==> src/rtl/vid_pkg.sv <==
package vid_pkg;
  typedef enum logic {
    HO_IDLE   = 1'b0,
    HO_SETTLE = 1'b1
  } ho_state_t;

  function automatic int unsigned cnt_width(input int unsigned n);
    return (n > 1) ? $clog2(n) : 1;
  endfunction
endpackage

==> src/rtl/vid_sync.sv <==
module vid_sync #(
  parameter int W = 6
) (
  input  logic         clk,
  input  logic         rst_n,
  input  logic [W-1:0] d,
  output logic [W-1:0] q
);
  for (genvar i = 0; i < W; i++) begin : g_bit
    logic meta_q, stab_q;
    always_ff @(posedge clk or negedge rst_n) begin
      if (!rst_n) begin
        meta_q <= 1'b0;
        stab_q <= 1'b0;
      end else begin
        meta_q <= d[i];
        stab_q <= meta_q;
      end
    end
    assign q[i] = stab_q;
  end
endmodule

==> src/rtl/vid_holdoff.sv <==
module vid_holdoff
  import vid_pkg::*;
#(
  parameter int W        = 6,
  parameter int HOLD_CYC = 50
) (
  input  logic         clk,
  input  logic         rst_n,
  input  logic         en,
  input  logic [W-1:0] vid_s,
  output logic [W-1:0] vid_code,
  output logic         code_vld,
  output logic         chg_evt
);
  localparam int            CW       = cnt_width(HOLD_CYC);
  localparam logic [CW-1:0] CNT_LAST = CW'(HOLD_CYC - 1);

  ho_state_t     st_q, st_d;
  logic [CW-1:0] cnt_q, cnt_d;
  logic [W-1:0]  smp_q;
  logic [W-1:0]  code_q;
  logic          vld_q, vld_d;
  logic          chg;
  logic          load;

  assign chg = (vid_s != smp_q);

  always_comb begin
    st_d  = st_q;
    cnt_d = cnt_q;
    vld_d = 1'b0;
    load  = 1'b0;
    if (!en) begin
      st_d  = HO_SETTLE;
      cnt_d = '0;
    end else if (chg) begin
      st_d  = HO_SETTLE;
      cnt_d = '0;
    end else if (st_q == HO_SETTLE) begin
      if (cnt_q == CNT_LAST) begin
        st_d  = HO_IDLE;
        cnt_d = '0;
        vld_d = 1'b1;
        load  = 1'b1;
      end else begin
        cnt_d = cnt_q + 1'b1;
      end
    end
  end

  always_ff @(posedge clk or negedge rst_n) begin
    if (!rst_n) begin
      st_q  <= HO_SETTLE;
      cnt_q <= '0;
      smp_q <= '0;
      vld_q <= 1'b0;
    end else begin
      st_q  <= st_d;
      cnt_q <= cnt_d;
      smp_q <= vid_s;
      vld_q <= vld_d;
    end
  end

  always_ff @(posedge clk or negedge rst_n) begin
    if (!rst_n) begin
      code_q <= '0;
    end else if (load) begin
      code_q <= vid_s;
    end
  end

  assign vid_code = code_q;
  assign code_vld = vld_q;
  assign chg_evt  = en & chg;
endmodule

==> src/rtl/vid_blank_timer.sv <==
module vid_blank_timer
  import vid_pkg::*;
#(
  parameter int BLANK_CYC = 31250
) (
  input  logic clk,
  input  logic rst_n,
  input  logic en,
  input  logic trig,
  output logic blank
);
  localparam int            BW      = cnt_width(BLANK_CYC);
  localparam logic [BW-1:0] LD_LAST = BW'(BLANK_CYC - 1);

  logic [BW-1:0] cnt_q, cnt_d;
  logic          blk_q, blk_d;

  always_comb begin
    cnt_d = cnt_q;
    blk_d = blk_q;
    if (!en) begin
      cnt_d = '0;
      blk_d = 1'b0;
    end else if (trig) begin
      cnt_d = LD_LAST;
      blk_d = 1'b1;
    end else if (blk_q) begin
      if (cnt_q == '0) blk_d = 1'b0;
      else             cnt_d = cnt_q - 1'b1;
    end
  end

  always_ff @(posedge clk or negedge rst_n) begin
    if (!rst_n) begin
      cnt_q <= '0;
      blk_q <= 1'b0;
    end else begin
      cnt_q <= cnt_d;
      blk_q <= blk_d;
    end
  end

  assign blank = blk_q;
endmodule

==> src/rtl/vid_settle_blank.sv <==
module vid_settle_blank #(
  parameter int VID_W     = 6,
  parameter int HOLD_CYC  = 50,
  parameter int BLANK_CYC = 31250
) (
  input  logic             clk,
  input  logic             rst_n,
  input  logic             en,
  input  logic [VID_W-1:0] vid_raw,
  output logic [VID_W-1:0] vid_code,
  output logic             code_vld,
  output logic             blank,
  output logic             pg_veto
);
  logic             rst_meta_q, rst_sync_q;
  logic [VID_W-1:0] vid_s;
  logic             chg_evt;

  // reset asserts at once, releases on the clock
  always_ff @(posedge clk or negedge rst_n) begin
    if (!rst_n) begin
      rst_meta_q <= 1'b0;
      rst_sync_q <= 1'b0;
    end else begin
      rst_meta_q <= 1'b1;
      rst_sync_q <= rst_meta_q;
    end
  end

  vid_sync #(.W(VID_W)) u_sync (
    .clk   (clk),
    .rst_n (rst_sync_q),
    .d     (vid_raw),
    .q     (vid_s)
  );

  vid_holdoff #(.W(VID_W), .HOLD_CYC(HOLD_CYC)) u_hold (
    .clk      (clk),
    .rst_n    (rst_sync_q),
    .en       (en),
    .vid_s    (vid_s),
    .vid_code (vid_code),
    .code_vld (code_vld),
    .chg_evt  (chg_evt)
  );

  vid_blank_timer #(.BLANK_CYC(BLANK_CYC)) u_blank (
    .clk   (clk),
    .rst_n (rst_sync_q),
    .en    (en),
    .trig  (chg_evt),
    .blank (blank)
  );

  assign pg_veto = ~en | (&vid_code);
endmodule

==> config.mk <==
export PLATFORM = sky130hd
export DESIGN_NAME = vid_settle_blank
export DESIGN_NICKNAME = d
export VERILOG_FILES = /design/src/rtl/vid_pkg.sv /design/src/rtl/vid_sync.sv /design/src/rtl/vid_holdoff.sv /design/src/rtl/vid_blank_timer.sv /design/src/rtl/vid_settle_blank.sv
export SDC_FILE = /design/constraint.sdc
export NUM_CORES = 1
export LEC_CHECK = 0
export ABC_AREA = 1
export BUFFER_PORTS_ARGS = -buffer_cell sky130_fd_sc_hd__buf_2
export CORE_ASPECT_RATIO = 1.75
export CORE_UTILIZATION = 64
export DETAILED_ROUTE_END_ITERATION = 8
export GPL_ROUTABILITY_DRIVEN = 0
export PLACE_DENSITY = 0.84
export SLEW_MARGIN = 10
export SYNTH_ARGS = -nofsm -noshare
export SYNTH_HDL_FRONTEND = slang
export SYNTH_HIERARCHICAL = 1
export SYNTH_SLANG_ARGS = --single-unit
==> constraint.sdc <==
create_clock -name clk -period 2.7 [get_ports clk]
set_input_delay 0.27 -clock clk [delete_from_list [all_inputs] [get_ports clk]]
set_output_delay 0.27 -clock clk [all_outputs]
set_load 0.03 [all_outputs]
# == Word level (Yosys, flattened, before mapping) ==
# Cells that the tools add are included.
# totals
output_inout_bits,9
word_cells,54
regBits,50
# op_classes
add_sub_neg,2
reduce_logical,3
muxes,20
n_bitwise,3
eq_ne,5
# op_table
operator,count
15-bit 2-to-1 mux,4
6-bit 2-to-1 mux,4
15-bit zero test,1
15-bit by 1-bit subtractor with 15-bit output (second input constant),1
1-bit 2-to-1 mux,12
6-bit by 1-bit adder with 6-bit output (second input constant),1
6-bit == test (second input constant),1
3-bit by 1-bit inequality test with 1-bit output (second input constant),2
6-bit inequality test,1
6-bit AND reduction,1
3-bit inequality test (second input constant),1
2-bit AND reduction,1
1-bit AND,1
1-bit inverter,1
1-bit OR,1

# == Depth between registers and ports, before layout ==
# logic_depth
ltp_word,5
mapped_depth,14
depth_no_buf,12

# == Hierarchy ==
# The synthesis kept the hierarchy.
# modules_own_cells
mod,cells_per_inst,seq_area_each_um2,n_inst,area_per_inst_um2
vid_blank_timer,155,400.4,1,1093.5
vid_holdoff,120,501.7,1,984.7
vid_sync,18,300.3,1,345.3
vid_settle_blank,10,50.0,1,80.1

# == Worst setup path before layout ==
# Ideal clock, no wire load.
# synth_timing
path_kind,register -> register
startpoint,register u_sync.g_bit[4].stab_q
endpoint,register u_blank.cnt_q[10]
arrival_time_ps,1662
path_stages_with_launch,14
t_required_ps,2626
setup_slack_ps,964
period_less_slack_ps,1736
path_buffers,2
path_cell_list,dfrtp_1 -> buf_4 -> nand2_1 -> nand2_1 -> nor2_2 -> nand3_1 -> nand2_1 -> inv_1 -> inv_1 -> nand2_1 -> o21ai_4 -> buf_6 -> nand2_1 -> o21ai_2
# synth_between
elab_chain_len,4
# synth_lines
item,line,source
start: declaration,vid_sync.sv:10,"logic meta_q, stab_q;"
start signal: assignment,vid_sync.sv:17,stab_q <= meta_q;
6-bit inequality test (*),vid_holdoff.sv:26,assign chg = (vid_s != smp_q);
1-bit AND (*),vid_holdoff.sv:75,assign chg_evt = en & chg;
net chg_evt,vid_settle_blank.sv:17,logic chg_evt;
3-bit by 1-bit inequality test with 1-bit output (no line) (tied with other cells),-,
2-bit AND reduction (no line) or 15-bit 2-to-1 mux (tied branches),-,
end signal: assignment,vid_blank_timer.sv:38,cnt_q <= cnt_d;
end: declaration,vid_blank_timer.sv:15,"logic [BW-1:0] cnt_q, cnt_d;"
# Mark *: on every way through the listed nets, which the timed path passes. The rest lies on a longest branch.
# A chain may end at the register's enable or synchronous reset.

# == Worst setup path after layout ==
# layout_timing
startpoint,register u_sync.g_bit[5].stab_q
endpoint,register u_blank.cnt_q[3]
# layout_between
elab_chain_len,4
# layout_lines
item,line
start: declaration,vid_sync.sv:10
start signal: assignment,vid_sync.sv:17
6-bit inequality test (*),vid_holdoff.sv:26
1-bit AND (*),vid_holdoff.sv:75
net chg_evt,vid_settle_blank.sv:17
3-bit by 1-bit inequality test with 1-bit output (no line) (tied with other cells),-
2-bit AND reduction (no line) or 15-bit 2-to-1 mux (tied branches),-
# Marked as above.

==> qor.txt <==
Rel. slew slack: 33.26%
Yosys reg bits: 50
Top cells by area, synth: dfrtp_1, nand2_1, nand3_1
Synth cell count leaders: nand2_1, dfrtp_1, inv_1, nand3_1, nor2_1
Slew @ Worst Pin: 1.001 ns
Top-count cell post-synth: nand2_1
Layout Skew: 0.01137 ns
Fmax achieved: 468.9 MHz
Ports: 18
Cell taking the most area after synthesis: dfrtp_1
Vias: 1936
Ys async rst share: 100.0%
VDD IR-drop max: 0.6280 mV
Top layer in use: met4
EDFF count, synth: 0
First-pass GRT wire length: 7948 um
DR iter-0 viols: 71
RSZ-0062 raised after global routing: false
Leak Pwr: 1.390 nW
Int Power: 1.193 mW
Synth unique cells: 27
Vias per cell: 5.304
HP Class: input port to flip-flop
Largest net degree at the start of global routing: 49
Grt ovf: 0
NumNets Final: 330
PortBufs: 17
Seq/Total Area, Yosys: 50.02%
Min Tclk post-route: 2.133 ns
P&R area growth vs syn: 7.496%
Final Hold Fails: 0
Total GRT Usage: 25.38%
Clock sink count: 50
Critical Path End Type: flip-flop
Setup bufs post-CTS: 0
Diodes inserted: 0
PwrDens: 644.3 nW/um^2
Max clock buf depth: 2
Post-Route M1 WL: 1726 um
Fillers: 287
Gate power share: 19.4%
Final Max Slew Viols: 0
Setup-failing EPs final: 0
Routed WL per cell: 12.58 um
Die ar.: 4176 um^2
Wire length on met3: 133 um
Pre-antenna DRT Iters: 5
CP arrival: 2.33 ns
P_sw: 0.5407 mW
Outcome: finished clean
Worst Path Required: 2.90 ns
Share of cells above drive strength 1: 23.51%
Number of global-route vias before repair: 1975
Pre-CTS setup slack: 0.6188 ns
Routed wire length: 4590 um
Worst-Skew Late Latency: 0.31 ns
Yosys warns: 6
Mapped Area: 2504 um^2
Clk slew on worst S/H paths: 0.10 ns
Tot Pwr: 1.734 mW
Setup ws final: 0.5671 ns
Clk Tree Root Cell: clkbuf_8
Top FF cell, synth: dfrtp_1
Clock network power share: 31.5%
CP Class: flip-flop to flip-flop
Setup TNS: 0 ns
Syn Nets: 315
Htree depth: 2
Routed wl met2: 2584 um
CTS buffer count: 5
DP HPWL: 3270 um
Die height: 84.74 um
Final worst-path cycle share: 78.99%
Post-Synthesis Cells: 303
Yosys top cell area share: 48.98%
Initial Util: 68.32%
Max cap viols: 0
Syn Area/Cell: 8.263 um^2
CTS tree: done
ANT nets after route: 0
Sw frac: 31.18%
DRC: 0
Die Wd: 49.28 um
Core area: 3665 um^2
Rows: 29
Worst-path fanout max: 11
CP startpoint kind: flip-flop
Sequential power share: 49.1%
Initial antenna violation count: 0
Fin Hold WS: 0.06679 ns
==> final cells by class <==
class,instances,area [um^2],area share (%)
clock inverter,3,47.55,1.767
sequential,50,1254,46.58
inverter,40,150.1,5.579
multi-input combinational,202,1011,37.56
clock buffer,5,68.82,2.557
tap,46,57.56,2.139
timing repair buffer,19,102.6,3.812
==> worst max-delay path: stages, from the launching register on <==
cell	delay (ns)
dfrtp_1	0.41
inv_2	0.06
nand2_1	0.05
nand2_1	0.07
nor2_2	0.14
nand3_1	0.16
nand2_1	0.12
inv_1	0.08
inv_1	0.19
buf_4	0.21
nand2_2	0.11
nand2_2	0.27
o21ai_0	0.12
==> state kept, by name, indices dropped and copies added, names as in the netlist <==
| signal | count |
|---|---|
| u_hold/st_q | 1 |
| u_hold/cnt_q | 6 |
| u_blank/cnt_q | 15 |
| u_hold/code_vld | 1 |
| u_sync/g_bit.meta_q | 6 |
| rst_sync_q | 1 |
| u_sync/g_bit.stab_q | 6 |
| rst_meta_q | 1 |
| u_hold/vid_code | 6 |
| u_blank/blank | 1 |
| u_hold/smp_q | 6 |
==> kinds of logic after synthesis <==
family / count (synthesis) / share of synthesized area, %
buffers and inverters: 51 / 9.595
AO/OA/AOI/OAI: 26 / 7.696
AND/OR/NAND/NOR: 172 / 31.03
other: 1 / 0.1498
flip-flops: 50 / 50.03
adder cells (fa/ha/maj): 3 / 1.499
==> final timing paths <==
path	start	to	slack (ns)	depth (start not counted)
hold reg to reg	u_sync/g_bit[5].meta_q	u_sync/g_bit[5].stab_q	0.34	0
max in group asynchronous	rst_sync_q	u_hold/cnt_q[5]	1.63	0
min in group asynchronous	rst_n	rst_sync_q	0.27	2
hold / removal	vid_raw[1]	u_sync/g_bit[1].meta_q	0.07	1
setup / recovery	u_sync/g_bit[5].stab_q	u_blank/cnt_q[3]	0.57	12
setup reg to reg	u_sync/g_bit[5].stab_q	u_blank/cnt_q[3]	0.57	12
==> cells in the final DEF (no fill, tap or decap), drive strengths merged <==
master / synthesis / final
o21bai: 1 / 1
conb: 1 / 1
nor3: 3 / 3
nand3: 34 / 34
ha: 3 / 3
dfstp: 1 / 1
o21ai: 19 / 19
a21oi: 6 / 6
buf: 10 / 18
dlygate4sd3: 0 / 1
nand3b: 2 / 2
nor2: 34 / 34
or2: 5 / 5
clkbuf: 1 / 5
dfrtp: 49 / 49
and3: 1 / 1
inv: 40 / 42
nand2: 92 / 92
nand4: 1 / 1
bufinv: 0 / 1
==> metrics by stage <==
step | utilization, % | cell area [um^2] | std cells
after floorplan | - | 2504 | 303
after detailed placement | 69.99 | 2565 | 356
after global routing | 73.44 | 2691 | 365
after CTS | 73.44 | 2691 | 365
after global placement | 69.99 | 2565 | 356
final | 73.44 | 2691 | 365
==> layer usage <==
metal	up-vias	global-route usage, %
li1	964	-
met1	920	25.33
met2	42	47.07
met3	10	3.442
met4	0	16.58
met5	-	0
==> power groups by stage <==
stage	Clock [mW]	Combinational, mW	Sequential (mW)
2_1_floorplan	0	0.278	0.851
3_3_place_gp	0	0.321	0.865
3_5_place_dp	0	0.327	0.867
4_1_cts	0.563	0.333	0.853
5_1_grt	0.579	0.387	0.860
6_report	0.547	0.336	0.852
==> timing repair <==
item,4_1_cts,5_1_grt
resized for setup,0,0
hold buffers,1,0
hold endpoints to repair,2,0
Note: power is estimated with default switching activity, not from simulation.
